`src/rtl/wdt_pkg.sv`:
```
package wdt_pkg;

  typedef struct packed {
    logic       src_xtal;
    logic       run_stop;
    logic       run_halt;
    logic [1:0] tap;
  } mode_t;

  localparam int MODE_W = $bits(mode_t);

  localparam mode_t MODE_DEFAULT = '{
    src_xtal: 1'b0,
    run_stop: 1'b1,
    run_halt: 1'b1,
    tap:      2'b01
  };

endpackage

```
`src/rtl/wdt_mode_reg.sv`:
```
module wdt_mode_reg
  import wdt_pkg::*;
#(
  parameter int DATA_W = 8
) (
  input  logic              clk,
  input  logic              rst,
  input  logic              restore,
  input  logic              we,
  input  logic [DATA_W-1:0] wdata,
  output mode_t             mode_q
);

  always_ff @(posedge clk) begin
    if (rst || restore) begin
      mode_q <= MODE_DEFAULT;
    end else if (we) begin
      mode_q <= mode_t'(wdata[MODE_W-1:0]);
    end
  end

endmodule

```
`src/rtl/wdt_gate.sv`:
```
module wdt_gate
  import wdt_pkg::*;
(
  input  mode_t mode,
  input  logic  halt_i,
  input  logic  stop_i,
  input  logic  strap,
  input  logic  rc_tick,
  input  logic  xtal_tick,
  output logic  advance
);

  logic tick_sel;
  logic allowed;

  always_comb begin
    tick_sel = mode.src_xtal ? xtal_tick : rc_tick;
    if (stop_i) begin
      allowed = !mode.src_xtal && (mode.run_stop || strap);
    end else if (halt_i) begin
      allowed = mode.run_halt || strap;
    end else begin
      allowed = 1'b1;
    end
    advance = tick_sel && allowed;
  end

endmodule

```
`src/rtl/wdt_counter.sv`:
```
module wdt_counter #(
  parameter int LIM0  = 256,
  parameter int LIM1  = 512,
  parameter int LIM2  = 1024,
  parameter int LIM3  = 4096,
  parameter int CNT_W = 12
) (
  input  logic             clk,
  input  logic             rst,
  input  logic             clear,
  input  logic             advance,
  input  logic [1:0]       tap,
  output logic [CNT_W-1:0] cnt_q,
  output logic             fire_q
);

  logic [CNT_W-1:0] last;

  always_comb begin
    unique case (tap)
      2'd0:    last = CNT_W'(LIM0 - 1);
      2'd1:    last = CNT_W'(LIM1 - 1);
      2'd2:    last = CNT_W'(LIM2 - 1);
      default: last = CNT_W'(LIM3 - 1);
    endcase
  end

  always_ff @(posedge clk) begin
    if (rst || clear) begin
      cnt_q  <= '0;
      fire_q <= 1'b0;
    end else begin
      fire_q <= 1'b0;
      if (advance) begin
        if (cnt_q >= last) begin
          cnt_q  <= '0;
          fire_q <= 1'b1;
        end else begin
          cnt_q <= cnt_q + 1'b1;
        end
      end
    end
  end

endmodule

```
`src/rtl/watchdog_mode_timer.sv`:
```
module watchdog_mode_timer
  import wdt_pkg::*;
#(
  parameter int DATA_W = 8,
  parameter int LIM0   = 256,
  parameter int LIM1   = 512,
  parameter int LIM2   = 1024,
  parameter int LIM3   = 4096
) (
  input  logic              clk,
  input  logic              rst,
  input  logic              cfg_we,
  input  logic [DATA_W-1:0] cfg_wdata,
  input  logic              kick,
  input  logic              halt_i,
  input  logic              stop_i,
  input  logic              rc_tick,
  input  logic              xtal_tick,
  input  logic              strap_always_on,
  output logic              wd_reset_o
);

  localparam int LIM_MAX01 = (LIM0 > LIM1) ? LIM0 : LIM1;
  localparam int LIM_MAX23 = (LIM2 > LIM3) ? LIM2 : LIM3;
  localparam int LIM_MAX   = (LIM_MAX01 > LIM_MAX23) ? LIM_MAX01 : LIM_MAX23;
  localparam int CNT_W     = $clog2(LIM_MAX);

  mode_t            mode_q;
  logic             adv;
  logic [CNT_W-1:0] cnt_q;
  logic             fire_q;
  logic             clear;

  // Any refresh, write or time-out restarts the count; clearing wins over advancing.
  assign clear = kick || cfg_we || fire_q;

  wdt_mode_reg #(.DATA_W(DATA_W)) u_mode (
    .clk     (clk),
    .rst     (rst),
    .restore (fire_q),
    .we      (cfg_we),
    .wdata   (cfg_wdata),
    .mode_q  (mode_q)
  );

  wdt_gate u_gate (
    .mode      (mode_q),
    .halt_i    (halt_i),
    .stop_i    (stop_i),
    .strap     (strap_always_on),
    .rc_tick   (rc_tick),
    .xtal_tick (xtal_tick),
    .advance   (adv)
  );

  wdt_counter #(
    .LIM0  (LIM0),
    .LIM1  (LIM1),
    .LIM2  (LIM2),
    .LIM3  (LIM3),
    .CNT_W (CNT_W)
  ) u_cnt (
    .clk     (clk),
    .rst     (rst),
    .clear   (clear),
    .advance (adv),
    .tap     (mode_q.tap),
    .cnt_q   (cnt_q),
    .fire_q  (fire_q)
  );

  assign wd_reset_o = fire_q;

endmodule

```
`config.mk`:
```
export PLATFORM = sky130hd
export DESIGN_NAME = watchdog_mode_timer
export DESIGN_NICKNAME = d
export VERILOG_FILES = /design/src/rtl/wdt_pkg.sv /design/src/rtl/wdt_mode_reg.sv /design/src/rtl/wdt_gate.sv /design/src/rtl/wdt_counter.sv /design/src/rtl/watchdog_mode_timer.sv
export SDC_FILE = /design/constraint.sdc
export NUM_CORES = 1
export LEC_CHECK = 0
export CORE_ASPECT_RATIO = 0.9
export CORE_MARGIN = 2
export CORE_UTILIZATION = 25
export CTS_BUF_LIST = sky130_fd_sc_hd__clkbuf_2
export CTS_CLUSTER_DIAMETER = 30
export CTS_CLUSTER_SIZE = 20
export DETAILED_ROUTE_END_ITERATION = 8
export DONT_BUFFER_PORTS = 1
export PLACE_DENSITY = 0.47
export SYNTH_ARGS = -nofsm -noshare
export SYNTH_HDL_FRONTEND = slang
export SYNTH_SLANG_ARGS = --single-unit
export TNS_END_PERCENT = 1
```
`constraint.sdc`:
```
create_clock -name clk -period 1.8 [get_ports clk]
set_clock_uncertainty 0.2 [all_clocks]
set_input_delay 0.45 -clock clk [delete_from_list [all_inputs] [get_ports clk]]
set_output_delay 0.45 -clock clk [all_outputs]
set_load 0.005 [all_outputs]
```
# Yosys cells after proc, flatten, opt, wreduce, memory -nomap -nowiden
# Cells that the tools add are included.
# totals
regBits	18
input_bits	17
output_inout_bits	1
wordCells	28
# op_classes
addsub	1
n_lt_le_gt_ge	1
n_eq_ne	2
muxes	6
bitwise_logic	1
n_reduce_logical	11
# ops
cell	n
$pmux 12 s3	1
$add 12x1->12 const B	1
$ge 12x12->1	1
$mux 12	1
$logic_or 1x1->1	6
$mux 1	4
$eq 2x1->1 const B	1
$eq 2x2->1 const B	1
$logic_and 1x1->1	2
$logic_not 2->1	1
$reduce_or 2->1	1
$logic_not 1->1	1
$not 1->1	1

# Longest topological paths before layout
# depth
ltp_word	6
depth_mapped	7
ltp_nobuf	7

# Modules after synthesis
# A second synthesis with hierarchy kept.
# hier_totals
hier_cells	99
hier_area_um2	917.1
# by_module_without_submodules
mod	n_inst	cells_each	area_per_inst_um2
wdt_counter	1	75	681.9
wdt_mode_reg	1	17	186.4
wdt_gate	1	6	42.5
watchdog_mode_timer	1	1	6.3

# Worst setup path after synthesis
# OpenSTA, ideal clock, no wires.
# synth_timing
kind	flip-flop to flip-flop
startpoint	reg, netlist name u_mode.mode_q[1]
endpoint	reg u_cnt.cnt_q[11]
setup_ps	101
arrival_time_ps	1614
required_time_ps	1499
slack_ps	-115
stages_incl_launch_ff	8
synth_period_minus_slack_ps	1915
cell_sequence	dfxtp_1 nand2_1 ha_1 a21oi_1 o21ai_1 nor2_2 nand2_2 o41ai_1
# synth_between
elab_chain_len	4
# synth_rtl
item	line_no	rtl
$eq 2x2->1 (tied with other cells)	wdt_counter.sv:20	unique case (tap)
$pmux 12 s3 (*)	wdt_counter.sv:20	
$ge 12x12->1 (*)	wdt_counter.sv:35	if (cnt_q >= last) begin
$mux 12 (*)	wdt_counter.sv:35	
end signal: assignment	wdt_counter.sv:39	cnt_q <= cnt_q + 1'b1;
end: declaration	wdt_counter.sv:13	output logic [CNT_W-1:0] cnt_q,
# Every way passes the cells marked *; elsewhere a longest branch is shown, timed or not.
# A chain may end at the register's enable or synchronous reset.

# Final worst setup path
# layout_timing
startpoint	reg, netlist name u_mode.mode_q[1]
endpoint	reg u_cnt.cnt_q[3]
# layout_between
elab_chain_len	4
# layout_rtl
item	line_no
$eq 2x2->1 (tied with other cells)	wdt_counter.sv:20
$pmux 12 s3 (*)	wdt_counter.sv:20
$ge 12x12->1 (*)	wdt_counter.sv:35
$mux 12 (*)	wdt_counter.sv:35
# Marks and branches as above.

==> out/results.tsv <==
stage	metric	value	unit
worst_setup_path	worstPathMaxFanout	5	
synth	ys_async_sr_fraction	0	%
synth	synth_xor_area_share	0	%
grt	grt_overflow_total	0	
worst_setup_path	startpoint	u_mode.mode_q[1]	
die	start_util	26.0	%
placed_design	dpl_worst_slack	-217	ps
sta	maxSlewHeadroom	73.7	%
die	die_h	65.7	um
final_layout	area_growth	32.4	%
synth	ys_ff_latch	18	
routing	postRouteAntennaNets	0	
grt	busiest_layer	met2	
clock_tree	clkTransAtPathRegs	180	ps
final_layout	design_area	0.00140	sq mm
worst_hold_path	hp-class	primary input to flop	
grt	grt_pass1_wl	4.11	mm
worst_setup_path	cp.arrival	1970	ps
sta	tightest_slew	391	ps
sta	layout_min_cycle_time	1970	ps
placed_design	dp_hpwl	1.93	mm
final_layout	n_antenna_cell	0	
die	die_area	0.00477	sq mm
sta	fin_ws	-172	ps
worst_setup_path	r2r_end	u_cnt.cnt_q[3]	
flow_run	drv_cap	0	
synth	syn-cell-area	0.00106	sq mm
clock_tree	cts_buffers	3	
sta	grt_setup_unrepaired	yes	
synth	ys.warnings.count	0	
die	row_count	22	
grt	grt_pass1_vias	891	
worst_setup_path	reg2regPathDepth	8	
clock_tree	cts.sinks	18	
final_layout	num-nets-final	169	
routing	drt-initial-drc-count	28	
worst_setup_path	required	1800	ps
synth	synth_top_family_by_area	simple AND/OR/NAND/NOR gates	
routing	num_vias	993	
grt	grt_max_degree	11	
routing	dr.pass1.iters	4	
sta	finalCritPeriodShare	110	%
synth	synthFlopType	dfxtp_1	
grt	antenna_found_initial	0	
synth	yosys.area_share.simple	29.3	%
worst_setup_path	cp-end-kind	flop	
grt	grtUsageMet2	17.6	%
final_layout	final_cell_mix	25 x buf_4, 16 x nand2_1, 16 x dfxtp_1, 11 x nor2_1, 7 x nand3_1	
synth	syn-num-nets	141	
grt	track_usage	11.0	%
synth	synth_edf_count	0	
clock_tree	htreeDepth	1	
sta	fmax	0.507	GHz
power_and_ir_drop	ir_drop	162	uV
final_layout	final_layout_size_suffix_gt1_share	36.3	%
clock_tree	tritoncts	yes	
synth	avgSynthCellArea	8.90	sq um
power_and_ir_drop	power_density	488	mW/mm^2
routing	drc_errors	0	
worst_setup_path	start_kind	flop	
sta	finalSetupViolations	11	
worst_setup_path	crit_path_end	u_cnt.cnt_q[3]	
grt	met3_usage	1.38	%
clock_tree	clock_latency	290	ps
routing	vias_per_cell	5.12	
synth	synth-adder-area-share	5.91	%
outcome	violations	setup timing	
placed_design	place_area	0.00129	sq mm
synth	ys_seq_area_share	34.0	%
clock_tree	clockRootBuffer	clkbuf_2	
sta	final_hold_viol_count	0	
synth	synth_cell_types	38	
placed_design	port_buffers	0	
die	coreArea	0.00407	sq mm
synth	syn_inst	119	
sta	drv_slew	0	
power_and_ir_drop	p_leak	0.555	nW
placed_design	place_congestion	0.774	
outcome	status	finished with violations	
worst_setup_path	ff2ff_setup_slack	-170	ps
grt	gr-usage-met1	15.1	%
routing	wl_per_cell	12.8	um
clock_tree	cts.path.max_buffers	2	
die	die_w	72.6	um
final_layout	layout_commonest_cell	buf_4	
die	ioPinCount	18	
synth	synth_compound_area_share	23.0	%
worst_setup_path	worstSetupPathType	flop to flop	
worst_setup_path	r2r-start	u_mode.mode_q[1]	
synth	synthMuxAreaShare	4.73	%
final_layout	fill_cells	418	
routing	routed_wl	2.49	mm
flip-flops by register name (all words and copies together), names as in the netlist:
register / cells
u_cnt.cnt_q: 12
u_cnt.fire_q: 1
u_mode.mode_q: 5
logic make-up (layout without fill, tap and decap cells):
logic type | after synthesis | after routing
AOI/OAI and AO/OA | 29 | 29
adders and majority gates | 5 | 5
buffers and inverters | 5 | 32
DFF | 18 | 18
muxes | 5 | 5
and+or+nand+nor | 57 | 57
layer usage:
metal | wire length, um | part of all wire (%)
met1 | 1190 | 48
met2 | 1250 | 50
met3 | 23 | 0.92
met4 | 25 | 1.0
met5 | 0 | 0
power by group:
group	total, mW	switching [mW]	leakage, nW	internal, mW
registers	0.413	0.00709	0.147	0.405
clock network	0.174	0.125	0.0140	0.0484
logic	0.0976	0.0514	0.394	0.0462
worst max-delay path, stage by stage (launching register included):
cell and delay (ps):
dfxtp_4 410, inv_1 40, ha_1 280, nand2_1 90, nor4_4 360, nor2_4 100, buf_4 160, a32oi_2 150
o41ai_2 90
synth_stat cells, drive strengths merged (3+ instances only):
| cell type | n | area share, % |
|---|---|---|
| o41ai | 7 | 7.9 |
| buf | 3 | 2.2 |
| ha | 5 | 5.9 |
| a21oi | 5 | 2.4 |
| mux2i | 5 | 4.7 |
| nor3 | 4 | 1.9 |
| nand3 | 7 | 3.3 |
| nand2 | 20 | 8.0 |
| and3 | 3 | 2.0 |
| nor2 | 12 | 4.5 |
| a31oi | 3 | 1.8 |
| dfxtp | 18 | 34 |
| o211ai | 4 | 2.8 |
| o21ai | 5 | 2.4 |
what timing repair did:
action | 4_1_cts | 5_1_grt
hold endpoints to repair | 2 | 0
setup endpoints to repair | 12 | 13
hold buffers | 1 | 0
setup buffers | 2 | 0
gates resized for setup | 8 | 7
pin swaps | 1 | 2
metrics by stage:
stage | cells | utilization [%] | setup TNS [ps] | power [mW] | hold WS (ps)
6_report | 194 | 34.4 | -1140 | 0.684 | 73.6
5_1_grt | 194 | 34.4 | -2450 | 0.726 | 40.9
4_1_cts | 194 | 33.6 | -1530 | 0.697 | 47.0
3_5_place_dp | 187 | 31.7 | -1550 | 0.509 | 273
3_3_place_gp | 187 | 31.7 | -1480 | 0.508 | 255
2_1_floorplan | 119 | - | -44.1 | 0.484 | 242
worst min-delay path by stage:
| stage | from | slack, ps | depth (start not counted) | to |
|---|---|---|---|---|
| finish | cfg_wdata[0] | 70 | 2 | u_mode.mode_q[0] |
| global route | cfg_wdata[3] | 40 | 2 | u_mode.mode_q[3] |
| CTS | cfg_wdata[0] | 50 | 2 | u_mode.mode_q[0] |
| detailed placement | u_mode.mode_q[3] | 270 | 2 | u_mode.mode_q[3] |
| global placement | u_mode.mode_q[3] | 250 | 2 | u_mode.mode_q[3] |
| floorplan | u_mode.mode_q[2] | 240 | 2 | u_mode.mode_q[2] |
cell type report:
type	instances	area [sq um]	area share, %
clock buffer	3	15.0	1.07
clock inverter	1	3.75	0.268
inverter	2	7.51	0.536
multi-input combinational	96	749	53.5
sequential	18	368	26.3
tap	48	60.1	4.29
timing repair buffer	26	198	14.1
Note: power is estimated with default switching activity, not from simulation.
